==> config.mk <==
export PLATFORM = sky130hd
export DESIGN_NAME = mfb_tx
export DESIGN_NICKNAME = d
export VERILOG_FILES = /design/src/rtl/mfb_pkg.sv /design/src/rtl/mfb_half_timer.sv /design/src/rtl/mfb_chk16.sv /design/src/rtl/mfb_watchdog.sv /design/src/rtl/mfb_tx.sv
export SDC_FILE = /design/constraint.sdc
export NUM_CORES = 1
export LEC_CHECK = 0
export ABC_AREA = 0
export BUFFER_PORTS_ARGS = -buffer_cell sky130_fd_sc_hd__buf_4
export CORE_ASPECT_RATIO = 0.9
export CORE_MARGIN = 4
export CORE_UTILIZATION = 40
export CTS_CLUSTER_DIAMETER = 120
export CTS_CLUSTER_SIZE = 40
export DETAILED_ROUTE_END_ITERATION = 6
export GPL_TIMING_DRIVEN = 0
export SYNTH_ARGS = -nofsm -noshare
export SYNTH_HDL_FRONTEND = slang
export SYNTH_SLANG_ARGS = --single-unit
export TNS_END_PERCENT = 20
==> constraint.sdc <==
create_clock -name clk -period 4.6 [get_ports clk]
set_clock_uncertainty 0.05 [all_clocks]
set_input_delay 0.92 -clock clk [delete_from_list [all_inputs] [get_ports clk]]
set_output_delay 0.92 -clock clk [all_outputs]
set_load 0.01 [all_outputs]
==> src/rtl/mfb_pkg.sv <==
package mfb_pkg;

  // Header as half-bit levels, MSB first: training pattern then start delimiter
  localparam logic [31:0] HDR_HALVES = 32'h9999_B24D;
  // End delimiter as half-bit levels, MSB first
  localparam logic [15:0] END_HALVES = 16'hB326;
  localparam logic [15:0] CHK_POLY   = 16'h1DCF;
  localparam logic [15:0] CHK_PRESET = 16'hFFFF;

  typedef enum logic [2:0] {
    SEG_IDLE, SEG_HDR, SEG_DATA, SEG_CHK, SEG_END, SEG_TAIL
  } seg_t;

  function automatic logic [15:0] manch8(input logic [7:0] b);
    logic [15:0] r;
    for (int i = 0; i < 8; i++) begin
      r[2*i+1] = b[i];
      r[2*i]   = ~b[i];
    end
    return r;
  endfunction

  function automatic logic [31:0] manch16(input logic [15:0] w);
    logic [31:0] r;
    for (int i = 0; i < 16; i++) begin
      r[2*i+1] = w[i];
      r[2*i]   = ~w[i];
    end
    return r;
  endfunction

  function automatic logic [15:0] chk_step(input logic [15:0] c, input logic d);
    logic fb;
    fb = c[15] ^ d;
    return {c[14:0], 1'b0} ^ (fb ? CHK_POLY : 16'h0000);
  endfunction

  function automatic logic [15:0] chk_byte(input logic [15:0] c, input logic [7:0] b);
    logic [15:0] r;
    r = c;
    for (int i = 7; i >= 0; i--) r = chk_step(r, b[i]);
    return r;
  endfunction

endpackage

==> src/rtl/mfb_half_timer.sv <==
module mfb_half_timer #(
  parameter int BIT_T0 = 3200,
  parameter int BIT_T1 = 100,
  parameter int BIT_T2 = 40,
  parameter int BIT_T3 = 20
) (
  input  logic       clk,
  input  logic       rst_n,
  input  logic       restart,
  input  logic       run,
  input  logic [1:0] rate,
  output logic       tick
);
  localparam int M01  = (BIT_T0 > BIT_T1) ? BIT_T0 : BIT_T1;
  localparam int M23  = (BIT_T2 > BIT_T3) ? BIT_T2 : BIT_T3;
  localparam int TMAX = (M01 > M23) ? M01 : M23;
  localparam int CW   = $clog2(TMAX / 2 + 1);

  logic [CW-1:0] cnt_q, half_q;

  function automatic logic [CW-1:0] half_for(input logic [1:0] r);
    case (r)
      2'd0:    return CW'(BIT_T0 / 2 - 1);
      2'd1:    return CW'(BIT_T1 / 2 - 1);
      2'd2:    return CW'(BIT_T2 / 2 - 1);
      default: return CW'(BIT_T3 / 2 - 1);
    endcase
  endfunction

  assign tick = run && (cnt_q == '0);

  always_ff @(posedge clk) begin
    if (!rst_n) begin
      cnt_q  <= '0;
      half_q <= '0;
    end else if (restart) begin
      cnt_q  <= '0;
      half_q <= half_for(rate);
    end else if (tick) begin
      cnt_q <= half_q;
    end else if (run) begin
      cnt_q <= cnt_q - 1'b1;
    end
  end


  timer_range_chk: assert property (@(posedge clk) disable iff (!rst_n)
    cnt_q <= half_q);

endmodule

==> src/rtl/mfb_chk16.sv <==
module mfb_chk16 import mfb_pkg::*; (
  input  logic        clk,
  input  logic        rst_n,
  input  logic        init,
  input  logic        upd,
  input  logic [7:0]  data,
  output logic [15:0] chk
);
  always_ff @(posedge clk) begin
    if (!rst_n)    chk <= CHK_PRESET;
    else if (init) chk <= CHK_PRESET;
    else if (upd)  chk <= chk_byte(chk, data);
  end
endmodule

==> src/rtl/mfb_watchdog.sv <==
module mfb_watchdog #(
  parameter int LIMIT = 2**25 - 1
) (
  input  logic clk,
  input  logic rst_n,
  input  logic clear,
  input  logic run,
  output logic expire
);
  localparam int W = $clog2(LIMIT + 1);

  logic [W-1:0] cnt_q;

  assign expire = run && (cnt_q == W'(LIMIT));

  always_ff @(posedge clk) begin
    if (!rst_n)                cnt_q <= '0;
    else if (clear)            cnt_q <= '0;
    else if (run && !expire)   cnt_q <= cnt_q + 1'b1;
  end


  wd_bound_chk: assert property (@(posedge clk) disable iff (!rst_n)
    cnt_q <= W'(LIMIT));

endmodule

==> src/rtl/mfb_tx.sv <==
module mfb_tx import mfb_pkg::*; #(
  parameter int BIT_T0   = 3200,
  parameter int BIT_T1   = 100,
  parameter int BIT_T2   = 40,
  parameter int BIT_T3   = 20,
  parameter int WD_LIMIT = 2**25 - 1
) (
  input  logic       clk,
  input  logic       rst_n,
  input  logic [1:0] rate,
  input  logic       start,
  input  logic [7:0] byte_in,
  input  logic       byte_acc,
  input  logic       byte_last,
  output logic       byte_req,
  output logic       txd,
  output logic       tx_en,
  output logic       done
);
  localparam int LW = 6;

  logic          busy_q, txd_q, en_q, done_q, req_q;
  logic          wait_q, got_q, last_q, fin_q;
  logic [7:0]    byte_q;
  seg_t          seg_q;
  logic [31:0]   sh_q;
  logic [LW-1:0] left_q;
  logic [15:0]   chk;

  // Named internal events
  logic       tick, wd_expire;
  logic       start_ok, acc_now, seg_end, want_byte, take;
  logic [7:0] take_byte;
  logic       take_last;

  assign start_ok  = start && !busy_q;
  assign acc_now   = wait_q && byte_acc;
  assign seg_end   = tick && (seg_q != SEG_TAIL) && (left_q == LW'(1));
  assign want_byte = (seg_q == SEG_HDR) || ((seg_q == SEG_DATA) && !fin_q);
  assign take      = seg_end && want_byte && (got_q || acc_now);
  assign take_byte = got_q ? byte_q : byte_in;
  assign take_last = got_q ? last_q : byte_last;

  mfb_half_timer #(
    .BIT_T0(BIT_T0), .BIT_T1(BIT_T1), .BIT_T2(BIT_T2), .BIT_T3(BIT_T3)
  ) u_timer (
    .clk(clk), .rst_n(rst_n), .restart(start_ok), .run(busy_q),
    .rate(rate), .tick(tick)
  );

  mfb_chk16 u_chk (
    .clk(clk), .rst_n(rst_n), .init(start_ok), .upd(take),
    .data(take_byte), .chk(chk)
  );

  mfb_watchdog #(.LIMIT(WD_LIMIT)) u_wd (
    .clk(clk), .rst_n(rst_n), .clear(start_ok), .run(busy_q),
    .expire(wd_expire)
  );

  always_ff @(posedge clk) begin
    if (!rst_n) begin
      busy_q <= 1'b0; txd_q <= 1'b0; en_q <= 1'b0; done_q <= 1'b0;
      req_q  <= 1'b0; wait_q <= 1'b0; got_q <= 1'b0; last_q <= 1'b0;
      fin_q  <= 1'b0; byte_q <= '0; seg_q <= SEG_IDLE; sh_q <= '0;
      left_q <= '0;
    end else begin
      req_q  <= 1'b0;
      done_q <= 1'b0;
      if (acc_now && !got_q) begin
        got_q  <= 1'b1;
        byte_q <= byte_in;
        last_q <= byte_last;
      end
      if (wd_expire) begin
        busy_q <= 1'b0; en_q <= 1'b0; txd_q <= 1'b0;
        wait_q <= 1'b0; got_q <= 1'b0; seg_q <= SEG_IDLE;
      end else if (start_ok) begin
        busy_q <= 1'b1;
        seg_q  <= SEG_HDR;
        sh_q   <= HDR_HALVES;
        left_q <= LW'(32);
        fin_q  <= 1'b0;
        wait_q <= 1'b0;
        got_q  <= 1'b0;
      end else if (tick) begin
        if (seg_q == SEG_TAIL) begin
          busy_q <= 1'b0; en_q <= 1'b0; txd_q <= 1'b0;
          done_q <= 1'b1; seg_q <= SEG_IDLE;
        end else begin
          txd_q  <= sh_q[31];
          en_q   <= 1'b1;
          sh_q   <= {sh_q[30:0], 1'b0};
          left_q <= left_q - 1'b1;
          if (left_q == LW'(3) && want_byte) begin
            req_q  <= 1'b1;
            wait_q <= 1'b1;
          end
          if (left_q == LW'(1)) begin
            wait_q <= 1'b0;
            got_q  <= 1'b0;
            case (seg_q)
              SEG_HDR, SEG_DATA: begin
                if (take) begin
                  seg_q  <= SEG_DATA;
                  sh_q   <= {manch8(take_byte), 16'h0000};
                  left_q <= LW'(16);
                  fin_q  <= take_last;
                end else begin
                  seg_q  <= SEG_CHK;
                  sh_q   <= manch16(~chk);
                  left_q <= LW'(32);
                end
              end
              SEG_CHK: begin
                seg_q  <= SEG_END;
                sh_q   <= {END_HALVES, 16'h0000};
                left_q <= LW'(16);
              end
              default: seg_q <= SEG_TAIL;
            endcase
          end
        end
      end
    end
  end

  assign byte_req = req_q;
  assign txd      = txd_q;
  assign tx_en    = en_q;
  assign done     = done_q;


  idle_line_chk: assert property (@(posedge clk) disable iff (!rst_n)
    !tx_en |-> !txd);

  done_pulse_chk: assert property (@(posedge clk) disable iff (!rst_n)
    done |=> !done);

  done_en_chk: assert property (@(posedge clk) disable iff (!rst_n)
    done |-> (!tx_en && $past(tx_en)));

  req_pulse_chk: assert property (@(posedge clk) disable iff (!rst_n)
    byte_req |=> !byte_req);

  req_in_frame_chk: assert property (@(posedge clk) disable iff (!rst_n)
    byte_req |-> tx_en);

endmodule

=== Word level (Yosys, flattened, before mapping) ===
Cells that the tools add are included.

* Bitwise operators: 46
* Reduce and logical (&&, ||, !) cells: 42
* Equal/unequal tests: 11
* Multiplexer cells: 50
* Add/subtract/negate cells: 3

{| class="wikitable"
|+ Operators by type and width
! operator !! count
|-
| 32-bit 2-to-1 mux || 5
|-
| 16-bit XOR || 8
|-
| 13-bit 2-to-1 mux || 8
|-
| 32-bit one-hot mux with 2 select lines || 1
|-
| 11-bit one-hot mux with 3 select lines || 1
|-
| 6-bit 2-to-1 mux || 5
|-
| 1-bit inverter || 29
|-
| 25-bit by 1-bit adder with 25-bit output, second input constant || 1
|-
| 25-bit equality test, second input constant || 1
|-
| 1-bit 2-to-1 mux || 23
|-
| 11-bit 2-to-1 mux || 2
|-
| 16-bit inverter || 1
|-
| 2-bit nonzero test || 8
|-
| 1-bit logical AND || 12
|-
| 6-bit one-hot mux with 2 select lines || 1
|-
| 11-bit zero test || 1
|-
| 11-bit by 1-bit subtractor with 11-bit output, second input constant || 1
|-
| 8-bit 2-to-1 mux || 1
|-
| 2-bit AND reduction || 4
|-
| 1-bit XOR || 8
|-
| 3-bit by 2-bit equality test with 1-bit output, second input constant || 2
|-
| 6-bit by 1-bit equality test with 1-bit output, second input constant || 1
|-
| 6-bit by 2-bit equality test with 1-bit output, second input constant || 1
|-
| 3-bit 2-to-1 mux || 2
|-
| other kinds (18) || 25
|}

* Input port bits: 15
* Logic and storage cells: 170
* Register bits after elaboration: 121

=== Logic depth before layout (Yosys ltp) ===
Gate-level depths: netlist of run 1.

* Depth after elaboration: 25
* Mapped depth: 10
* Gate-level depth less buffers: 8

=== By module ===
From an unflattened synthesis of run 1, not the netlist that was laid out.

* Cells, all modules: 694
* Area total of the unflattened synthesis: 6167.2 µm²

{| class="wikitable"
|+ By module, submodules not included
! module !! times used !! seq. area each (µm²) !! area each (µm²) !! cells each
|-
| mfb_tx || 1 || 1161.1 || 2787.7 || 334
|-
| mfb_watchdog || 1 || 500.5 || 1342.5 || 152
|-
| mfb_chk16 || 1 || 320.3 || 1098.6 || 106
|-
| mfb_half_timer || 1 || 340.3 || 938.4 || 102
|}

=== Worst setup path after synthesis of run 1 ===
Ideal clock, no wire load.

* Kind: in2reg
* Start: input port byte_in[3]
* End: register u_chk.chk[14]
* Cell stages on the path: 6
* Data arrival time: 2645 ps
* Setup time: 64 ps
* Setup slack: 1841 ps
* Path through: mux2i_1 > xor2_1 > xnor3_2 > xnor3_1 > or3_1 > nand3_1

* Cells in the longest elaborated chain, start to end: 7

{| class="wikitable"
|+ Ends and longest elaborated chain
! item !! line !! text
|-
| from (decl) || mfb_tx.sv:12 || <nowiki>input logic [7:0] byte_in,</nowiki>
|-
| 8-bit 2-to-1 mux || mfb_tx.sv:41 || <nowiki>assign take_byte = got_q ? byte_q : byte_in;</nowiki>
|-
| 1-bit XOR || mfb_pkg.sv:34 || <nowiki>fb = c[15] ^ d;</nowiki>
|-
| 13-bit 2-to-1 mux || mfb_pkg.sv:35 || <nowiki>return {c[14:0], 1'b0} ^ (fb ? CHK_POLY : 16'h0000);</nowiki>
|-
| 16-bit XOR (4 in a row) || mfb_pkg.sv:35 ||
|-
| to (signal assigned) || mfb_chk16.sv:12 || <nowiki>else if (upd) chk <= chk_byte(chk, data);</nowiki>
|-
| to (decl) || mfb_chk16.sv:7 || <nowiki>output logic [15:0] chk</nowiki>
|}

Every way passes these cells.
A chain may end at the register's enable or synchronous reset.

=== Worst setup path after layout of run 1 ===
* Start: register left_q[2]
* End: register sh_q[8]

* Cells in the longest elaborated chain, start to end: 10

{| class="wikitable"
|+ Ends and longest elaborated chain
! item !! line !! text
|-
| from (decl) || mfb_tx.sv:27 || <nowiki>logic [LW-1:0] left_q;</nowiki>
|-
| from (signal assigned) || mfb_tx.sv:94 || <nowiki>left_q <= left_q - 1'b1;</nowiki>
|-
| 6-bit by 1-bit equality test with 1-bit output * || mfb_tx.sv:38, mfb_tx.sv:99 ||
|-
| 1-bit logical AND || mfb_tx.sv:38 || <nowiki>assign seg_end = tick && (seg_q != SEG_TAIL) && (left_q == LW'(1));</nowiki>
|-
| 1-bit logical AND (2 in a row) || mfb_tx.sv:40 || <nowiki>assign take = seg_end && want_byte && (got_q || acc_now);</nowiki>
|-
| 32-bit 2-to-1 mux || mfb_tx.sv:104 || <nowiki>if (take) begin</nowiki>
|-
| 32-bit one-hot mux with 2 select lines || mfb_tx.sv:102 || <nowiki>case (seg_q)</nowiki>
|-
| 32-bit 2-to-1 mux * || mfb_tx.sv:99 || <nowiki>if (left_q == LW'(1)) begin</nowiki>
|-
| 32-bit 2-to-1 mux * || mfb_tx.sv:87 || <nowiki>if (seg_q == SEG_TAIL) begin</nowiki>
|-
| 32-bit 2-to-1 mux * || mfb_tx.sv:86 || <nowiki>end else if (tick) begin</nowiki>
|-
| 32-bit 2-to-1 mux * || mfb_tx.sv:78 || <nowiki>end else if (start_ok) begin</nowiki>
|-
| to (signal assigned) || mfb_tx.sv:93 || <nowiki>sh_q <= {sh_q[30:0], 1'b0};</nowiki>
|-
| to (signal assigned) || mfb_tx.sv:106 || <nowiki>sh_q <= {manch8(take_byte), 16'h0000};</nowiki>
|-
| to (signal assigned) || mfb_tx.sv:111 || <nowiki>sh_q <= manch16(~chk);</nowiki>
|-
| to (decl) || mfb_tx.sv:26 || <nowiki>logic [31:0] sh_q;</nowiki>
|}

Mark *: on every way between the ends. The rest lies on a longest branch, timed or not. The select of a mux whose other input is x is not followed.

==> impl_summary.log, run 1 <==
[metrics] transition time at the pin with the least slew margin: 0.860 ns
[metrics] number of placement rows: 42
[metrics] Worst Setup End Kind: register
[metrics] commonest register cell after synthesis: dfxtp_1
[metrics] worst min-delay path category: register to register
[metrics] DIE AREA: 0.0172 mm2
[metrics] IO buf count: 18
[metrics] fmax: 334 MHz
[metrics] count of final setup violators: 0
[metrics] Final ANT Viol Nets: 0
[metrics] antenna violations before repair: 0
[metrics] sequential area share after synthesis: 38.4%
[metrics] Slew headroom: 42.6%
[metrics] Core Region: 0.0148 mm2
[metrics] Hold EP: sh_q[11]$_SDFFE_PN0P_
[metrics] Worst IR Drop VDD: 269 uV
[metrics] area after detailed placement: 0.00644 mm2
[metrics] final hold violation count: 0
[metrics] Worst Min Path Start: sh_q[11]$_SDFFE_PN0P_
[metrics] maximum buffer depth of the clock tree: 2
[metrics] post-route minimum period: 2.99 ns
[metrics] RSZ-0062 raised after global routing: no
[metrics] clk slew on worst S/H paths: 0.05 ns
[metrics] power per standard cell area: 427 mW/mm2
[metrics] H-tree levels: 4
[metrics] vias post-DR: 5207
[metrics] worst reg2reg setup slack: 1.61 ns
[metrics] final core area utilization: 47.8%
[metrics] post-synthesis register bit count: 116
[metrics] top-area cell type share of the netlist area: 38.4%
[metrics] first-pass iteration count of the detailed router: 5
[metrics] Post-CTS Hold Fix Bufs: 0
[metrics] Critical Path Source Type: register
[metrics] max-cap viol count: 0
[metrics] reg-to-reg endpoint: sh_q[8]$_SDFFE_PN0P_
[metrics] total inserted antenna cells: 0
[metrics] clock sink count: 116
[metrics] TritonCTS clock tree: done
[metrics] Final #Nets: 735
[metrics] Avg Cell Area, Syn: 9.00 um2
[metrics] final instance area: 0.00706 mm2
[metrics] run status: completed
[metrics] library cell occupying the most area in the post-synthesis netlist: dfxtp_1
[metrics] detail-routed via count per cell: 5.65
[metrics] buffer count from post-CTS setup fixing: 0
[metrics] mapped cell area: 0.00605 mm2
[metrics] routed length per placed instance: 17.8 um
[metrics] number of synthesized flops with an enable pin: 0
[metrics] remaining global-route overflow: 0
[metrics] routability-driven placement congestion ratio: 0.895
[metrics] cell count after synthesis: 673
[metrics] detailed placement HPWL: 11.5 mm
[metrics] filler-free cell count of the finished design: 921
[metrics] Detailed Route WL: 16.4 mm
[metrics] number of instances in the placed design: 889
[metrics] maximum fanout encountered on the critical timing path: 10
[metrics] largest net degree at the start of global routing: 17
[metrics] global-route wire length before repair: 26.6 mm
[metrics] Final period util: 65.1%
[metrics] Synthesis Warnings: 0
[metrics] final hold slack: 0.420 ns
[metrics] net count after synthesis: 698
[metrics] Setup Total Neg Slack: 0 ns
[metrics] number of distinct library cells after synthesis: 75
[metrics] most numerous cell in the Yosys netlist: dfxtp_1
[metrics] effective utilization at floorplan: 41.0%
[metrics] DRC violation total after the first TritonRoute iteration: 505
[metrics] clock insertion delay at the later pin of the skew report: 0.42 ns
[metrics] total I/O pin count: 19
[metrics] reg-to-reg critical path startpoint: left_q[2]$_SDFFE_PN0P_
[metrics] Die Width: 138 um
[metrics] Setup Crit Path Kind: register to register
[metrics] worst reg2reg path depth: 6
[metrics] layout cells sized above 1: 12.4%
[metrics] number of global-route vias before repair: 5066
[metrics] list of most frequent post-synthesis cells: 116 x dfxtp_1, 72 x nor2_1, 56 x nand2_1
[metrics] total global routing track utilization: 19.7%
[metrics] count of unresolved DRC violations after routing: 0
[metrics] worst path arrival time: 3.29 ns
[metrics] TritonCTS buffer count: 17
[metrics] ranking of synthesized cells by area: dfxtp_1 38%, nor2_1 4.5%, xnor2_1 4.3%
[metrics] root buffer cell: clkbuf_16
[metrics] async set or reset register ratio after synthesis: 0%
[metrics] Hold Path Depth: 2
[metrics] die height: 125 um
[metrics] LEAKAGE: 2.67 nW
[metrics] fin. max-slew vios: 0
[metrics] Layout Area Growth over Synthesis: 16.6%
[metrics] CP required: 4.89 ns
[metrics] Resized cells post-CTS: 0
==> cells by family after synthesis <==
group	share of synthesized area, %
mux	4.13
compound gates	17.9
flops	38.4
fa+ha+maj	2.07
simple gates	21.4
buf+inv	3.41
xor+xnor	12.8
==> where the power goes <==
group / internal [W] / switching [W]
Combinational: 0.000215 / 0.000301
Sequential: 0.00106 / 0.0000397
Clock: 0.000915 / 0.000487
Total: 0.00219 / 0.000828
==> layer usage <==
layer	GRT usage, %	wire length, um	vias to the layer above
li1	-	-	2522
met1	28.3	7970	2510
met2	28.3	7280	153
met3	4.89	863	22
met4	7.34	307	0
met5	0	0	-
==> per-stage QoR <==
step                setup WS, ns  power, W
global route                1.34   0.00314
CTS                         1.71   0.00303
global placement            1.39   0.00161
detailed placement          1.36   0.00162
finish                      1.61   0.00301
floorplan                   1.84   0.00150
==> critical path, stage by stage, from the launching register on <==
cell and delay, ns:
dfxtp_1 0.35, nor4_2 0.66, nand4_1 0.56, a21oi_1 0.86, a22o_1 0.24, nand2_1 0.05, a21oi_1 0.15
==> cell type report <==
cell class	instances	area [um2]
Clock inverter	14	185
Clock buffer	18	439
Sequential cell	116	2320
Multi-Input combinational cell	507	3530
Buffer	38	161
Tap cell	198	248
Timing Repair Buffer	18	135
Inverter	12	45.0
Fill cell	1390	7700
==> how the worst max path moves through the flow <==
stage | start | end | slack [ns] | depth (start not counted)
after floorplan | byte_in[3] | u_chk.chk[14]$_SDFFE_PP1P_ | 1.84 | 6
after global placement | byte_in[3] | u_chk.chk[14]$_SDFFE_PP1P_ | 1.39 | 7
after detailed placement | byte_in[3] | u_chk.chk[14]$_SDFFE_PP1P_ | 1.36 | 7
after CTS | left_q[2]$_SDFFE_PN0P_ | sh_q[8]$_SDFFE_PN0P_ | 1.71 | 6
after global routing | left_q[2]$_SDFFE_PN0P_ | sh_q[8]$_SDFFE_PN0P_ | 1.34 | 6
final | left_q[2]$_SDFFE_PN0P_ | sh_q[8]$_SDFFE_PN0P_ | 1.61 | 6
==> sequential cells by signal, indices dropped and copies added (netlist names), 3 cells and up <==
name / flops
seg_q: 3
byte_q: 8
left_q: 6
u_timer.half_q: 6
sh_q: 32
u_timer.cnt_q: 11
u_chk.chk: 16
u_wd.cnt_q: 25
==> cells in the final DEF, fill, tap and decap left out, types with 4 or more instances in the layout <==
cell	count
bufinv_16	4
o31ai_1	5
xor2_1	22
clkinv_2	5
o211ai_1	14
xnor2_2	6
a22oi_1	5
and2_1	5
a21oi_1	42
dfxtp_1	116
and4_1	10
ha_1	10
clkbuf_1	28
a31oi_1	5
clkbuf_16	17
nor2_1	72
a211oi_1	12
xnor2_1	30
buf_4	19
nand2_1	56
nor3_1	23
nand4_1	12
inv_1	12
or3_1	5
and3_1	10
mux2i_1	16
xnor3_1	5
buf_2	6
nand3_1	30
o311a_1	10
nor2b_1	4
o21a_1	5
o21ai_0	23
No activity file was read; power rests on OpenSTA's default activity.
==> run 2: changes to the inputs <==
==> constraint.sdc (replaced) <==
create_clock -name clk -period 2.6 [get_ports clk]
set_clock_uncertainty 0.05 [all_clocks]
set_input_delay 0.52 -clock clk [delete_from_list [all_inputs] [get_ports clk]]
set_output_delay 0.52 -clock clk [all_outputs]
set_load 0.01 [all_outputs]
==> run 2 against run 1 <==
  * First-iteration DRC count down 7.3%
  * Global-route usage increased by 0.19 points
  * Core utilization grew 2.4 points
  * Hold slack worse by 0.12 ns
  * Total power rose by 80%
  * Combinational power grew 92%
  * Worst setup slack got worse by 1.5 ns
  * Maximum frequency grew 20%
  * Cell count is 2.8% higher
  * Die area stayed put
  * Non-clock buffer count increased by 26
  * Sequential power up 77%
  * Critical endpoint is now u_chk.chk[11]$_SDFFE_PP1P_
==> impl_summary.log, run 2 (synthesis gave the netlist of run 1 again) <==
[metrics] Setup Total Neg Slack: 0 ns
[metrics] total inserted antenna cells: 0
[metrics] TritonCTS clock tree: done
[metrics] clk slew on worst S/H paths: 0.06 ns
[metrics] effective utilization at floorplan: 41.0%
[metrics] total area of multi-input combinational cells: 0.00365 mm2
[metrics] LEAKAGE: 2.87 nW
[metrics] Core Region: 0.0148 mm2
[metrics] H-tree levels: 4
[metrics] TritonCTS buffer count: 17
[metrics] total global routing track utilization: 19.9%
[metrics] Worst IR Drop VDD: 471 uV
[metrics] post-route minimum period: 2.50 ns
[metrics] count of unresolved DRC violations after routing: 0
[metrics] DIE AREA: 0.0172 mm2
[metrics] detailed placement HPWL: 11.5 mm
[metrics] FILL cells: 1335
[metrics] routability-driven placement congestion ratio: 0.895
[metrics] die height: 125 um
[metrics] DP Worst Slack: -0.236 ns
[metrics] Final ANT Viol Nets: 0
[metrics] max-cap viol count: 0
[metrics] detail-routed via count per cell: 5.65
[metrics] Critical Path Source Type: register
[metrics] fmax: 400 MHz
[metrics] filler-free cell count of the finished design: 947
[metrics] count of final setup violators: 0
[metrics] fin. max-slew vios: 0
[metrics] Final period util: 96.2%
[metrics] CP required: 2.90 ns
[metrics] largest net degree at the start of global routing: 17
[metrics] global-route wire length before repair: 26.9 mm
[metrics] Setup Crit Path Kind: register to register
[metrics] Layout Area Growth over Synthesis: 22.4%
[metrics] total I/O pin count: 19
[metrics] worst min-delay path category: input port to register
[metrics] number of instances in the placed design: 889
[metrics] number of placement rows: 42
[metrics] power per standard cell area: 730 mW/mm2
[metrics] root buffer cell: clkbuf_16
[metrics] worst path arrival time: 2.80 ns
[metrics] clock sink count: 116
[metrics] Die Width: 138 um
[metrics] Post-CTS Hold Fix Bufs: 0
[metrics] maximum fanout encountered on the critical timing path: 5
[metrics] run status: completed
[metrics] flip-flop count of the largest register after layout: 32
[metrics] final hold slack: 0.296 ns
[metrics] remaining global-route overflow: 0
[metrics] routed length per placed instance: 17.8 um
[metrics] IO buf count: 18
[metrics] final hold violation count: 0
[metrics] PnR worst setup slack: 0.0981 ns
[metrics] vias post-DR: 5354
[metrics] Sequential Area: 0.00232 mm2
[metrics] Final #Nets: 761
[metrics] commonest non-fill, non-tap cell in the layout: dfxtp_1
[metrics] register name with the most flops: sh_q
[metrics] transition time at the pin with the least slew margin: 0.805 ns
[metrics] maximum buffer depth of the clock tree: 2
[metrics] clock insertion delay at the later pin of the skew report: 0.42 ns
[metrics] DRC violation total after the first TritonRoute iteration: 468
[metrics] number of global-route vias before repair: 5122
[metrics] most used cells in the layout excluding fill and tap cells: 115 x dfxtp_1, 71 x nor2_1, 56 x nand2_1
[metrics] cell repeated most along the worst path: xnor2_1
[metrics] Worst Setup End Kind: register
[metrics] Critical Path Slowest Stage Cell: xnor3_1
[metrics] CP Cell Sequence: buf_6 -> mux2i_1 -> xnor2_2 -> xnor2_1 -> xnor2_1 -> xnor3_1 -> o211ai_2
[metrics] antenna violations before repair: 0
[metrics] layout cells sized above 1: 18.3%
[metrics] RSZ-0062 raised after global routing: yes
[metrics] first-pass iteration count of the detailed router: 5
[metrics] critical path's largest stage delay: 0.46 ns
[metrics] Slew headroom: 46.3%
[metrics] leading registers by flop count: sh_q: 32 flops, u_wd.cnt_q: 25 flops, u_chk.chk: 16 flops
[metrics] Detailed Route WL: 16.8 mm
[run 2: changes by cell type in the layout (fill, tap and decap cells not counted), sizes merged]
cell | previous run | this run
buf | 28 | 52
clkbuf | 46 | 48
[run 2: path summary, 6_finish.rpt]
check | startpoint | to | slack, ns | cells past startpoint
setup / recovery | got_q$_SDFF_PP0_ | u_chk.chk[11]$_SDFFE_PP1P_ | 0.1 | 7
hold / removal | byte_in[5] | byte_q[5]$_SDFFE_PN0P_ | 0.30 | 3
setup reg to reg | got_q$_SDFF_PP0_ | u_chk.chk[11]$_SDFFE_PP1P_ | 0.1 | 7
hold reg to reg | sh_q[14]$_SDFFE_PN0P_ | sh_q[14]$_SDFFE_PN0P_ | 0.41 | 2
[run 2: area by class of cell]
class,count,share of cell area (%)
timing repair buffer,45,4.69
clock buffer,18,5.93
inverter,12,0.608
clock inverter,14,2.50
multi-input combinational,507,49.2
tap,198,3.34
buffer,37,2.33
sequential,116,31.4
[run 2: stage by stage]
| stage | instance area [um2] | utilization, % | power (W) |
|---|---|---|---|
| 3_3_place_gp | 6440 | 43.6 | 0.00286 |
| 2_1_floorplan | 6050 | - | 0.00265 |
| 4_1_cts | 7160 | 48.5 | 0.00539 |
| 5_1_grt | 7410 | 50.2 | 0.00565 |
| 3_5_place_dp | 6440 | 43.6 | 0.00287 |
| 6_report | 7410 | 50.2 | 0.00541 |
[run 2: critical path: cells and delay by family (launching register included)]
kind                   cells  cell delay, ns
AO/OA/AOI/OAI              1            0.15
XOR/XNOR                   4            1.27
multiplexers               1            0.45
buffers and inverters      1            0.15
flip-flops                 1            0.36
[run 2: power breakdown]
group	total [W]	internal [W]	switching (W)
Sequential	0.00195	0.00187	0.0000752
Clock	0.00248	0.00162	0.000860
Combinational	0.000989	0.000442	0.000547
Total	0.00541	0.00393	0.00148
[run 2: repair_timing]
action,in CTS,in global routing
buffers inserted,6,20
gates resized for setup,13,25
setup endpoints to repair,52,62
cloned,0,1
pin swaps,4,8
[run 2: layer usage]
layer	track usage, %	share of wire [%]	vias up
li1	-	-	2576
met1	28.3	48	2576
met2	28.9	45	172
met3	4.89	5.4	30
met4	7.45	2.0	0
met5	0	0	-
==> run 3: changes to the inputs <==
--- a/config.mk
+++ b/config.mk
@@ -9,11 +9,12 @@
 export BUFFER_PORTS_ARGS = -buffer_cell sky130_fd_sc_hd__buf_4
 export CORE_ASPECT_RATIO = 0.9
 export CORE_MARGIN = 4
-export CORE_UTILIZATION = 40
+export CORE_UTILIZATION = 50
 export CTS_CLUSTER_DIAMETER = 120
 export CTS_CLUSTER_SIZE = 40
 export DETAILED_ROUTE_END_ITERATION = 6
 export GPL_TIMING_DRIVEN = 0
+export PLACE_DENSITY = 0.69
 export SYNTH_ARGS = -nofsm -noshare
 export SYNTH_HDL_FRONTEND = slang
 export SYNTH_SLANG_ARGS = --single-unit
==> run 3 against run 2 <==
  * The run now ends with setup timing left
  * Cell area fell by 2.8%
  * Via count increased by 0.30%
  * First-iteration DRC count increased by 9.4%
  * Die area decreased by 19%
  * Largest power group unchanged
  * Highest routed layer unchanged
==> impl_summary.log, run 3 (synthesis gave the netlist of run 1 again) <==
[metrics] TritonCTS clock tree: done
[metrics] RSZ-0062 raised after global routing: yes
[metrics] count of final setup violators: 1
[metrics] run status: complete, but fails checks
[metrics] area after detailed placement: 0.00638 mm2
[metrics] IO buf count: 18
[metrics] total global routing track utilization: 23.7%
[metrics] die height: 112 um
[metrics] Final period util: 101%
[metrics] Critical Path Source Type: register
[metrics] Slew headroom: 47.9%
[metrics] Worst Min Path Start: byte_in[7]
[metrics] detailed placement HPWL: 11.2 mm
[metrics] global-route wire length before repair: 26.1 mm
[metrics] maximum buffer depth of the clock tree: 2
[metrics] PnR worst setup slack: -0.0384 ns
[metrics] largest net degree at the start of global routing: 17
[metrics] routed length per placed instance: 18.2 um
[metrics] DIE AREA: 0.0139 mm2
[metrics] H-tree levels: 4
[metrics] first-pass iteration count of the detailed router: 5
[metrics] Final ANT Viol Nets: 0
[metrics] total I/O pin count: 19
[metrics] most used cells in the layout excluding fill and tap cells: 116 x dfxtp_1, 71 x nor2_1, 56 x nand2_1
[metrics] Hold Path Depth: 3
[metrics] worst reg2reg path depth: 7
[metrics] remaining global-route overflow: 0
[metrics] clock insertion delay at the later pin of the skew report: 0.41 ns
[metrics] worst reg2reg setup slack: -0.04 ns
[metrics] final instance area: 0.00721 mm2
[metrics] FILL cells: 985
[metrics] Core Region: 0.0116 mm2
[metrics] clock sink count: 116
[metrics] Final Power: 0.00525 W
[metrics] Worst Setup End Kind: register
[metrics] detail-routed via count per cell: 6.03
[metrics] effective utilization at floorplan: 52.1%
[metrics] TritonCTS buffer count: 17
[metrics] commonest non-fill, non-tap cell in the layout: dfxtp_1
[metrics] clk slew on worst S/H paths: 0.05 ns
[metrics] post-route minimum period: 2.64 ns
[metrics] fmax: 379 MHz
[metrics] worst path arrival time: 2.89 ns
[metrics] total area of multi-input combinational cells: 0.00365 mm2
[metrics] failing checks: setup timing
[metrics] routability-driven placement congestion ratio: 0.909
[metrics] maximum fanout encountered on the critical timing path: 10
[metrics] DP Worst Slack: -0.247 ns
[metrics] reg-to-reg critical path startpoint: seg_q[1]$_SDFFE_PP0P_
[metrics] Detailed Route WL: 16.2 mm
[metrics] fin. max-slew vios: 0
[metrics] Setup Crit Path Kind: register to register
[metrics] worst min-delay path category: input port to register
[metrics] flip-flop count of the largest register after layout: 32
[metrics] number of placement rows: 37
[metrics] max-cap viol count: 0
[metrics] CP required: 2.85 ns
[metrics] Die Width: 124 um
[metrics] Hold EP: byte_q[7]$_SDFFE_PN0P_
[metrics] transition time at the pin with the least slew margin: 0.781 ns
[metrics] LEAKAGE: 2.78 nW
[metrics] leading registers by flop count: sh_q: 32 flops, u_wd.cnt_q: 25 flops, u_chk.chk: 16 flops
[metrics] count of unresolved DRC violations after routing: 0
[metrics] final hold violation count: 0
[metrics] Final #Nets: 747
[metrics] layout cells sized above 1: 15.3%
[metrics] Sequential Area: 0.00232 mm2
[metrics] vias post-DR: 5370
[metrics] register name with the most flops: sh_q
[metrics] Layout Area Growth over Synthesis: 19.0%
[metrics] antenna violations before repair: 0
[metrics] power per standard cell area: 728 mW/mm2
[metrics] root buffer cell: clkbuf_16
[metrics] DRC violation total after the first TritonRoute iteration: 512
[metrics] total inserted antenna cells: 0
[metrics] reg-to-reg endpoint: sh_q[24]$_SDFFE_PN0P_
[metrics] number of global-route vias before repair: 5125
[metrics] Worst IR Drop VDD: 500 uV
==> run 3: worst max-delay path by stage <==
stage	from	slack (ns)	end
2_1_floorplan	got_q$_SDFF_PP0_	0.17	u_chk.chk[14]$_SDFFE_PP1P_
3_3_place_gp	byte_in[3]	-0.21	u_chk.chk[14]$_SDFFE_PP1P_
4_1_cts	got_q$_SDFF_PP0_	0.008	u_chk.chk[12]$_SDFFE_PP1P_
6_report	seg_q[1]$_SDFFE_PP0P_	-0.04	sh_q[24]$_SDFFE_PN0P_
3_5_place_dp	byte_in[3]	-0.25	u_chk.chk[14]$_SDFFE_PP1P_
5_1_grt	u_wd.cnt_q[7]$_SDFFE_PP0P_	-0.10	fin_q$_SDFFE_PN0P_
==> run 3: worst max-delay path, stage by stage, from the launching register on <==
cell and delay [ns]:
dfxtp_1 0.32, buf_2 0.20, or3b_1 0.46, a211o_4 0.42
nor3_4 0.29, mux2i_2 0.39, a22oi_1 0.16, o211a_1 0.23
==> run 3: per-layer routing <==
layer,GRT usage (%),up-vias,part of all wire (%),wire [um]
met5,0,-,0,0
met3,6.15,23,7.1,1150
met1,33.2,2597,46,7420
met2,35.7,203,45,7330
met4,7.15,0,1.7,281
li1,-,2547,-,-
==> run 3: repair_timing <==
action                                 4_1_cts  5_1_grt
hold buffers                                 0        0
setup endpoints to repair                   41       52
gates resized for setup                     11       19
buffers inserted                             6        7
endpoints found under the hold margin        0        0
pin swaps                                    4        4
==> run 3: cell type report <==
| cell class | count | area share [%] |
|---|---|---|
| Clock buffer | 28 | 7.31 |
| Sequential cell | 116 | 32.2 |
| Multi-Input combinational cell | 507 | 50.6 |
| Tap cell | 156 | 2.71 |
| Clock inverter | 3 | 0.903 |
| Timing Repair Buffer | 31 | 3.23 |
| Buffer | 37 | 2.36 |
| Inverter | 12 | 0.625 |
==> run 3: per-stage QoR <==
stage / cells / TNS (ns) / utilization (%) / hold slack (ns)
6_report: 890 / -0.0384 / 62.0 / 0.309
5_1_grt: 890 / -1.03 / 62.0 / 0.325
4_1_cts: 884 / 0 / 60.9 / 0.299
3_5_place_dp: 847 / -3.35 / 54.9 / 0.411
3_3_place_gp: 847 / -2.11 / 54.9 / 0.401
2_1_floorplan: 673 / 0 / - / 0.385
==> run 3: power breakdown <==
part           switching [W]  internal [W]  total, W
clock               0.000772       0.00156   0.00233
combinational       0.000550      0.000425  0.000976
sequential         0.0000729       0.00187   0.00194
